==> src/rtl/gpio_res_pkg.sv <==
package gpio_res_pkg;
    typedef enum logic {
        ST_IDLE   = 1'b0,
        ST_REEVAL = 1'b1
    } res_state_t;
endpackage

==> src/rtl/gpio_ctl_split.sv <==
module gpio_ctl_split #(
    parameter int NPINS = 16
) (
    input  logic [2*NPINS-1:0] ctl,
    output logic [NPINS-1:0]   dir,
    output logic [NPINS-1:0]   pup
);
    for (genvar n = 0; n < NPINS; n++) begin : g_pin
        assign dir[n] = ctl[2*n];
        assign pup[n] = ctl[2*n+1];
    end
endmodule

==> src/rtl/gpio_level_resolve.sv <==
module gpio_level_resolve #(
    parameter int NPINS = 16
) (
    input  logic [NPINS-1:0] cpu_dir,
    input  logic [NPINS-1:0] cpu_dat,
    input  logic [NPINS-1:0] per_dir,
    input  logic [NPINS-1:0] per_dat,
    input  logic [NPINS-1:0] pup,
    output logic [NPINS-1:0] lv
);
    // Each pin: OR of both active drivers, pull-up only when nobody drives.
    assign lv = (cpu_dir & cpu_dat)
              | (per_dir & per_dat)
              | (~(cpu_dir | per_dir) & pup);
endmodule

==> src/rtl/gpio_evt_fsm.sv <==
module gpio_evt_fsm
    import gpio_res_pkg::*;
#(
    parameter int NPINS    = 16,
    parameter int NCLIENTS = 4
) (
    input  logic                           clk,
    input  logic                           rst_n,
    input  logic                           bus_wr,
    input  logic                           per_wr,
    input  logic [NPINS-1:0]               cur_lv,
    input  logic [NPINS-1:0]               nxt_lv,
    input  logic [NCLIENTS-1:0][NPINS-1:0] mask,
    output res_state_t                     st,
    output logic [NCLIENTS-1:0]            evt_valid,
    output logic [NPINS-1:0]               evt_levels,
    output logic [NPINS-1:0]               evt_changed
);
    res_state_t        st_q, st_d;
    logic [NPINS-1:0]  snap_q;
    logic              emit;
    logic              capture;
    logic [NPINS-1:0]  old_lv;
    logic [NPINS-1:0]  diff;
    logic [NCLIENTS-1:0] hit;

    always_comb begin
        st_d    = st_q;
        emit    = 1'b0;
        capture = 1'b0;
        old_lv  = cur_lv;
        unique case (st_q)
            ST_IDLE: begin
                if (bus_wr) begin
                    emit = 1'b1;
                end else if (per_wr) begin
                    capture = 1'b1;
                    st_d    = ST_REEVAL;
                end
            end
            ST_REEVAL: begin
                emit   = 1'b1;
                old_lv = snap_q;
                st_d   = ST_IDLE;
            end
        endcase
    end

    assign diff = old_lv ^ nxt_lv;

    for (genvar i = 0; i < NCLIENTS; i++) begin : g_hit
        assign hit[i] = |(mask[i] & diff);
    end

    // state register
    always_ff @(posedge clk) begin
        if (!rst_n) begin
            st_q   <= ST_IDLE;
            snap_q <= '0;
        end else begin
            st_q <= st_d;
            if (capture) snap_q <= cur_lv;
        end
    end

    // notification outputs
    always_ff @(posedge clk) begin
        if (!rst_n) begin
            evt_valid   <= '0;
            evt_levels  <= '0;
            evt_changed <= '0;
        end else begin
            evt_valid <= '0;
            if (emit && (diff != '0)) begin
                evt_valid   <= hit;
                evt_levels  <= nxt_lv;
                evt_changed <= diff;
            end
        end
    end

    assign st = st_q;
endmodule

==> src/rtl/gpio_port_resolver.sv <==
module gpio_port_resolver
    import gpio_res_pkg::*;
#(
    parameter int NPINS    = 16,
    parameter int NCLIENTS = 4,
    localparam int CW      = 2 * NPINS,
    localparam int SELW    = (NCLIENTS > 1) ? $clog2(NCLIENTS) : 1
) (
    input  logic                clk,
    input  logic                rst_n,
    input  logic                ctl_wr,
    input  logic [CW-1:0]       ctl_wdata,
    input  logic                dat_wr,
    input  logic [NPINS-1:0]    dat_wdata,
    output logic [NPINS-1:0]    dat_rdata,
    input  logic                per_wr,
    input  logic [NPINS-1:0]    per_dir,
    input  logic [NPINS-1:0]    per_data,
    input  logic                mask_wr,
    input  logic [SELW-1:0]     mask_sel,
    input  logic [NPINS-1:0]    mask_wdata,
    output logic [NCLIENTS-1:0] evt_valid,
    output logic [NPINS-1:0]    evt_levels,
    output logic [NPINS-1:0]    evt_changed
);
    logic [CW-1:0]                  ctl_q, ctl_n;
    logic [NPINS-1:0]               dat_q, dat_n;
    logic [NPINS-1:0]               pdir_q, pdir_n;
    logic [NPINS-1:0]               pdat_q, pdat_n;
    logic [NCLIENTS-1:0][NPINS-1:0] mask_q;

    logic [NPINS-1:0] dir_c, pup_c, dir_n, pup_n;
    logic [NPINS-1:0] cur_lv, nxt_lv;
    res_state_t       st;

    always_comb begin
        ctl_n  = ctl_wr ? ctl_wdata : ctl_q;
        dat_n  = dat_wr ? dat_wdata : dat_q;
        pdir_n = per_wr ? per_dir   : pdir_q;
        pdat_n = per_wr ? per_data  : pdat_q;
    end

    always_ff @(posedge clk) begin
        if (!rst_n) begin
            ctl_q  <= '0;
            dat_q  <= '0;
            pdir_q <= '0;
            pdat_q <= '0;
        end else begin
            ctl_q  <= ctl_n;
            dat_q  <= dat_n;
            pdir_q <= pdir_n;
            pdat_q <= pdat_n;
        end
    end

    for (genvar i = 0; i < NCLIENTS; i++) begin : g_mask
        always_ff @(posedge clk) begin
            if (!rst_n)
                mask_q[i] <= '0;
            else if (mask_wr && (mask_sel == SELW'(i)))
                mask_q[i] <= mask_wdata;
        end
    end

    gpio_ctl_split #(.NPINS(NPINS)) u_split_cur (
        .ctl (ctl_q), .dir (dir_c), .pup (pup_c)
    );
    gpio_ctl_split #(.NPINS(NPINS)) u_split_nxt (
        .ctl (ctl_n), .dir (dir_n), .pup (pup_n)
    );

    gpio_level_resolve #(.NPINS(NPINS)) u_res_cur (
        .cpu_dir (dir_c), .cpu_dat (dat_q),
        .per_dir (pdir_q), .per_dat (pdat_q),
        .pup     (pup_c), .lv      (cur_lv)
    );
    gpio_level_resolve #(.NPINS(NPINS)) u_res_nxt (
        .cpu_dir (dir_n), .cpu_dat (dat_n),
        .per_dir (pdir_n), .per_dat (pdat_n),
        .pup     (pup_n), .lv      (nxt_lv)
    );

    gpio_evt_fsm #(.NPINS(NPINS), .NCLIENTS(NCLIENTS)) u_fsm (
        .clk         (clk),
        .rst_n       (rst_n),
        .bus_wr      (ctl_wr | dat_wr),
        .per_wr      (per_wr),
        .cur_lv      (cur_lv),
        .nxt_lv      (nxt_lv),
        .mask        (mask_q),
        .st          (st),
        .evt_valid   (evt_valid),
        .evt_levels  (evt_levels),
        .evt_changed (evt_changed)
    );

    assign dat_rdata = cur_lv;
endmodule

==> config.mk <==
export PLATFORM = sky130hd
export DESIGN_NAME = gpio_port_resolver
export DESIGN_NICKNAME = d
export VERILOG_FILES = /design/src/rtl/gpio_res_pkg.sv /design/src/rtl/gpio_ctl_split.sv /design/src/rtl/gpio_level_resolve.sv /design/src/rtl/gpio_evt_fsm.sv /design/src/rtl/gpio_port_resolver.sv
export SDC_FILE = /design/constraint.sdc
export NUM_CORES = 1
export LEC_CHECK = 0
export BUFFER_PORTS_ARGS = -buffer_cell sky130_fd_sc_hd__clkbuf_2
export CORE_MARGIN = 2
export CORE_UTILIZATION = 45
export CTS_CLUSTER_SIZE = 25
export DETAILED_ROUTE_END_ITERATION = 12
export PLACE_DENSITY = 0.62
export SLEW_MARGIN = 20
export SYNTH_ARGS = -nofsm -noshare
export SYNTH_HDL_FRONTEND = slang
export SYNTH_SLANG_ARGS = --single-unit
==> constraint.sdc <==
create_clock -name clk -period 4.62 [get_ports clk]
set_input_delay 0.462 -clock clk [delete_from_list [all_inputs] [get_ports clk]]
set_output_delay 0.462 -clock clk [all_outputs]
set_load 0.01 [all_outputs]
==> impl_metrics.env, run 1 <==
export IMPL_worst_ep_arrival_time_ns=3.54
export IMPL_synth_ff_type="dfxtp_1"
export IMPL_vias=7655
export IMPL_finalSetupViolCount=0
export IMPL_rows=52
export IMPL_fill_cells=1945
export IMPL_final_common_cell="dfxtp_1"
export IMPL_cp_required_ns=4.92
export IMPL_place_inst=1384
export IMPL_gp_congestion=0.918
export IMPL_synth_seq_area_share=0.422
export IMPL_synth_avg_cell_area_sq_um=9.20
export IMPL_grt_pass1_vias=7231
export IMPL_antenna_found_initial=0
export IMPL_yosysTopAreaCell="dfxtp_1"
export IMPL_die_area_sq_mm=0.0219
export IMPL_max_freq_ghz=0.309
export IMPL_wl_mm=26.4
export IMPL_hold_path_end="ctl_q[21]$_SDFF_PN0_"
export IMPL_hpwl_mm=18.9
export IMPL_cts_setup_buffers=0
export IMPL_worstReg2RegEnd="u_fsm.evt_levels[9]$_SDFFE_PN0P_"
export IMPL_hold_class="in2reg"
export IMPL_path_class="in2reg"
export IMPL_cap_violations=0
export IMPL_r2r_start="u_fsm.st$_SDFF_PN0_"
export IMPL_syn_nets=1120
export IMPL_dr_pass1_iters=5
export IMPL_io_pins=156
export IMPL_grt_max_degree=101
export IMPL_ys_seq_elements=197
export IMPL_ir_drop_mv=0.279
export IMPL_postCtsHoldBufs=0
export IMPL_clk_pin_slew_ns=0.07
export IMPL_diodes=0
export IMPL_postRouteAntennaNets=0
export IMPL_die_w_um=148
export IMPL_final_cell_mix="dfxtp_1, nand2_1, clkbuf_2"
export IMPL_leakagePower_uw=0.00445
export IMPL_p_int_uw=2750
export IMPL_multi_input_area_sq_mm=0.00496
export IMPL_swShare=0.284
export IMPL_clock_latency_ns=0.44
export IMPL_p_sw_uw=1090
export IMPL_hold_viol=0
export IMPL_relSlewSlack=0.348
export IMPL_min_from="ctl_wdata[21]"
export IMPL_viasPerCell=5.41
export IMPL_finClkSkew_ns=0.0159
export IMPL_finalNetCount=1237
export IMPL_grt_pass1_wl_mm=40.8
export IMPL_port_buffers=155
export IMPL_critical_path_max_fanout=41
export IMPL_register_area_sq_mm=0.00394
export IMPL_yosysWarnings=0
export IMPL_core_sq_mm=0.0203
export IMPL_setup_worst_path_end_class="register"
export IMPL_cts_made_buffers=17
export IMPL_drive_above_1_share=0.186
export IMPL_critPathLaunchType="input pin"
export IMPL_hold_path_depth=3
export IMPL_pwr_share_comb=0.162
export IMPL_setup_tns_ns=0
export IMPL_cts_sink_count=197
export IMPL_dieHeight_um=148
export IMPL_outcome="finished clean"
export IMPL_post_route_period_util=0.701
export IMPL_synthTopCellsByArea="dfxtp_1, mux2i_1, nand2_1"
export IMPL_r2r_cells=7
export IMPL_initial_utilization=0.460
export IMPL_period_needed_ns=3.24
export IMPL_cts_tree="done"
export IMPL_track_usage=0.241
export IMPL_synthArstFlopShare=0
export IMPL_wire_per_inst_um=18.7
export IMPL_drc=0
export IMPL_syn_inst=1016
export IMPL_final_util=0.528
export IMPL_drtIter0Drc=652
export IMPL_grt_ovfl_total=0
export IMPL_cts_buffer_depth=2
export IMPL_fin_cells=1416
export IMPL_area_delta_synth_final_pct=14.7
export IMPL_clockRootBuffer="clkbuf_16"
export IMPL_drv_slew=0
export IMPL_power_density_mw_per_mm2=358
export IMPL_cts_resized=0
export IMPL_h_tree_depth=4
export IMPL_power_frac_clock=0.352
export IMPL_reg2reg_slack_ns=1.64
export IMPL_rsz0062_at_grt="no"
export IMPL_power_frac_seq=0.486
export IMPL_worstMarginPinSlew_ns=0.978
export IMPL_synth_top_area_share=0.422
export IMPL_syn_area_sq_mm=0.00935
export IMPL_synth_cell_types=48
export IMPL_synth_edff_count=0
[registers in the layout, indices dropped and copies added, names as in the netlist]
name and count:
dat_q 16, u_fsm.evt_levels 16, mask_q 64, u_fsm.snap_q 16, pdat_q 16, pdir_q 16, u_fsm.evt_changed 16, ctl_q 32
u_fsm.st 1, u_fsm.evt_valid 4
[layer usage]
metal | vias to the layer above | share of wire | global-route usage
met5 | - | 0 | 0
met4 | 0 | 0.019 | 0.0676
met3 | 32 | 0.058 | 0.0469
met2 | 249 | 0.45 | 0.380
met1 | 3600 | 0.47 | 0.339
li1 | 3774 | - | -
[Yosys cell counts, types with 5 or more instances]
master,n
nand2b_1,18
nor2b_1,96
o21ai_1,13
inv_1,16
or2_2,13
nand2_1,171
nor3b_1,21
and3_1,5
a22o_1,12
nand3b_1,13
or3_1,12
o22ai_1,14
and3b_1,5
a21boi_0,64
dfxtp_1,197
buf_2,6
o21ai_0,16
nand3_1,46
buf_6,5
clkbuf_1,43
o31a_1,12
or3b_1,10
buf_4,5
mux2i_1,132
o2111ai_1,10
a21boi_1,12
[cell type report]
type | count | area share
multi-input cells | 735 | 0.463
inverters | 16 | 0.00560
clock inverters | 10 | 0.00700
well taps | 270 | 0.0315
repair buffers | 166 | 0.0838
flip-flops and latches | 197 | 0.368
clock buffers | 22 | 0.0414
[critical path: stages]
cell,delay [ns]
buf_2,0.73
buf_12,0.27
mux2i_1,0.25
o221ai_1,0.17
xor2_1,0.69
and4_1,0.35
a31oi_4,0.19
buf_12,0.25
mux2i_1,0.13
[worst max-delay path by stage]
stage	startpoint	slack, ns	cells past startpoint	to
global route	ctl_wr	1.16	10	u_fsm.evt_levels[9]$_SDFFE_PN0P_
finish	ctl_wr	1.38	9	u_fsm.evt_levels[9]$_SDFFE_PN0P_
global placement	ctl_wr	0.98	9	u_fsm.evt_levels[9]$_SDFFE_PN0P_
floorplan	ctl_wr	2.07	9	u_fsm.evt_valid[2]$_SDFF_PN0_
detailed placement	ctl_wr	0.98	9	u_fsm.evt_levels[9]$_SDFFE_PN0P_
CTS	ctl_wr	1.42	9	u_fsm.evt_levels[9]$_SDFFE_PN0P_
[metrics by stage]
stage	power, uW	hold slack (ns)	setup slack, ns	area [sq um]
3_5_place_dp	2520	0.455	0.976	10200
2_1_floorplan	2290	0.439	2.07	9350
6_report	3830	0.297	1.38	10700
4_1_cts	3860	0.288	1.42	10700
5_1_grt	3990	0.301	1.16	10700
3_3_place_gp	2510	0.444	0.984	10200
[power groups by stage]
stage                     sequential, uW  clock (uW)  combinational, uW
after global routing                1870        1440                675
final                               1860        1350                620
after CTS                           1860        1380                619
after global placement              1900           0                612
after detailed placement            1900           0                616
after floorplan                     1890           0                395
[kinds of logic (layout without fill, tap and decap cells)]
| group | count (synthesis) | in the layout | share of synthesized area |
|---|---|---|---|
| AO/OA/AOI/OAI | 178 | 178 | 0.144 |
| XOR/XNOR | 4 | 4 | 0.00455 |
| buffers and inverters | 84 | 214 | 0.0489 |
| flip-flops | 197 | 197 | 0.422 |
| multiplexers | 132 | 132 | 0.141 |
| AND/OR/NAND/NOR | 421 | 421 | 0.240 |
Note: power is estimated with default switching activity, not from simulation.
==> run 2: changes to the inputs <==
Settings changed: PLACE_DENSITY 0.62 to 0.65.
Clock period 4.62 ns to 2.8 ns, I/O delays scaled along.
==> run 2 against run 1 <==
Effect of this change: clock skew decreased by 0.0029 ns; worst hold slack got worse by 0.19 ns; register-to-register slack lost 1.4 ns; clock-buffer cell count shrank 2; power increased by 71%; die area unchanged; via count grew 1.5%; cell count rose by 2.3%; sequential share of layout area down 1.2 points; global-route usage shrank 0.13 points; sequential cell count unchanged; critical endpoint is now u_fsm.evt_valid[1]$_SDFF_PN0_; largest cell class unchanged; highest routed layer unchanged.
==> impl_metrics.env, run 2 (synthesis gave the netlist of run 1 again) <==
export IMPL_rows=52
export IMPL_hold_class="in2reg"
export IMPL_dp_slack_ns=0.0204
export IMPL_leakagePower_uw=0.00465
export IMPL_setup_ws_ns=0.257
export IMPL_outcome="finished clean"
export IMPL_pwr_share_comb=0.168
export IMPL_diodes=0
export IMPL_initial_utilization=0.460
export IMPL_hold_viol=0
export IMPL_antenna_found_initial=0
export IMPL_period_needed_ns=2.54
export IMPL_track_usage=0.240
export IMPL_clk_pin_slew_ns=0.07
export IMPL_viasPerCell=5.37
export IMPL_die_area_sq_mm=0.0219
export IMPL_gp_congestion=0.889
export IMPL_wire_per_inst_um=18.1
export IMPL_cap_violations=0
export IMPL_drv_slew=0
export IMPL_final_area_sq_mm=0.0111
export IMPL_post_route_period_util=0.908
export IMPL_cts_resized=0
export IMPL_cts_buffer_depth=2
export IMPL_core_sq_mm=0.0203
export IMPL_hpwl_mm=19.5
export IMPL_postRouteAntennaNets=0
export IMPL_drc=0
export IMPL_largest_register_ffs=64
export IMPL_h_tree_depth=4
export IMPL_setup_tns_ns=0
export IMPL_r2r_start="u_fsm.st$_SDFF_PN0_"
export IMPL_hold_path_depth=3
export IMPL_crit_start="u_fsm.st$_SDFF_PN0_"
export IMPL_critical_path_max_fanout=10
export IMPL_worst_ep_arrival_time_ns=2.87
export IMPL_place_area_sq_mm=0.0105
export IMPL_top_register="mask_q"
export IMPL_io_pins=156
export IMPL_worst_hold_slack_ns=0.111
export IMPL_setup_worst_path_end_class="register"
export IMPL_path_class="reg2reg"
export IMPL_ir_drop_mv=0.475
export IMPL_area_delta_synth_final_pct=18.7
export IMPL_cp_required_ns=3.13
export IMPL_critPathLaunchType="register"
export IMPL_vias=7772
export IMPL_cts_setup_buffers=0
export IMPL_rsz0062_at_grt="no"
export IMPL_power_frac_clock=0.364
export IMPL_grt_pass1_vias=7502
export IMPL_swShare=0.282
export IMPL_clock_latency_ns=0.44
export IMPL_final_cell_mix="dfxtp_1, nand2_1, clkbuf_2"
export IMPL_max_freq_ghz=0.393
export IMPL_cts_made_buffers=17
export IMPL_die_w_um=148
export IMPL_power_frac_seq=0.468
export IMPL_drive_above_1_share=0.211
export IMPL_worstReg2RegEnd="u_fsm.evt_valid[1]$_SDFF_PN0_"
export IMPL_port_buffers=155
export IMPL_relSlewSlack=0.443
export IMPL_r2r_cells=8
export IMPL_cts_sink_count=197
export IMPL_dr_pass1_iters=6
export IMPL_cts_tree="done"
export IMPL_finalSetupViolCount=0
export IMPL_power_density_mw_per_mm2=592
export IMPL_grt_ovfl_total=0
export IMPL_p_int_uw=4720
export IMPL_grt_pass1_wl_mm=40.8
export IMPL_fill_cells=1949
export IMPL_drtIter0Drc=605
export IMPL_reg_largest_list="mask_q x64, ctl_q x32"
export IMPL_reg2reg_slack_ns=0.26
export IMPL_worstMarginPinSlew_ns=0.833
export IMPL_min_from="mask_wdata[6]"
export IMPL_final_common_cell="dfxtp_1"
export IMPL_dieHeight_um=148
export IMPL_grt_max_degree=77
export IMPL_p_sw_uw=1850
export IMPL_finClkSkew_ns=0.0130
export IMPL_clockRootBuffer="clkbuf_16"
export IMPL_hold_path_end="mask_q[38]$_SDFFE_PN0P_"
export IMPL_postCtsHoldBufs=0
export IMPL_finalNetCount=1269
export IMPL_wl_mm=26.2
==> run 2: cell types whose count changed in the layout (fill, tap and decap cells not counted), sizes merged <==
cell	delta
clkbuf	-2
clkinv	-2
inv	+2
bufinv	+1
clkinvlp	+1
buf	+32
==> run 2: final cells by class <==
cell class	count	area, sq um	area share
sequential	197	3940	0.355
timing repair buffer	198	1230	0.111
inverter	16	60.1	0.00541
tap	270	338	0.0304
multi-input combinational	735	4960	0.447
clock buffer	20	447	0.0403
clock inverter	12	120	0.0108
==> run 2: worst max-delay path, cell delays in order (launching register included) <==
cell	delay (ns)
dfxtp_1	0.58
buf_4	0.26
nand2b_1	0.07
o31a_1	0.10
or3_1	0.43
buf_4	0.19
a32oi_1	0.28
o2111ai_1	0.15
o311a_1	0.37
==> run 2: worst max path at each step <==
stage                                     to  slack (ns)  depth (start not counted)
3_5_place_dp   u_fsm.evt_valid[3]$_SDFF_PN0_        0.02                          8
4_1_cts        u_fsm.evt_valid[1]$_SDFF_PN0_        0.27                          8
5_1_grt        u_fsm.evt_valid[3]$_SDFF_PN0_        0.18                          8
6_report       u_fsm.evt_valid[1]$_SDFF_PN0_        0.26                          8
2_1_floorplan  u_fsm.evt_valid[2]$_SDFF_PN0_        0.44                          9
3_3_place_gp   u_fsm.evt_valid[1]$_SDFF_PN0_        0.07                          9
==> run 2: power groups by stage <==
| stage | Combinational [uW] | Sequential [uW] | Clock, uW |
|---|---|---|---|
| floorplan | 652 | 3120 | 0 |
| global placement | 1090 | 3130 | 0 |
| detailed placement | 1100 | 3130 | 0 |
| CTS | 1100 | 3070 | 2440 |
| global route | 1200 | 3090 | 2550 |
| finish | 1100 | 3070 | 2390 |
==> run 2: through the flow <==
step / total power [uW] / util / cells
floorplan: 3770 / - / 1016
global placement: 4220 / 0.519 / 1416
detailed placement: 4230 / 0.519 / 1416
CTS: 6610 / 0.547 / 1448
global route: 6830 / 0.547 / 1448
finish: 6570 / 0.547 / 1448
==> run 2: routing by layer <==
| layer | track usage | vias up | share of wire | wire, um |
|---|---|---|---|---|
| met2 | 0.390 | 250 | 0.46 | 12000 |
| met1 | 0.325 | 3651 | 0.47 | 12200 |
| li1 | - | 3837 | - | - |
| met5 | 0 | - | 0 | 0 |
| met3 | 0.0433 | 34 | 0.056 | 1470 |
| met4 | 0.0762 | 0 | 0.017 | 444 |
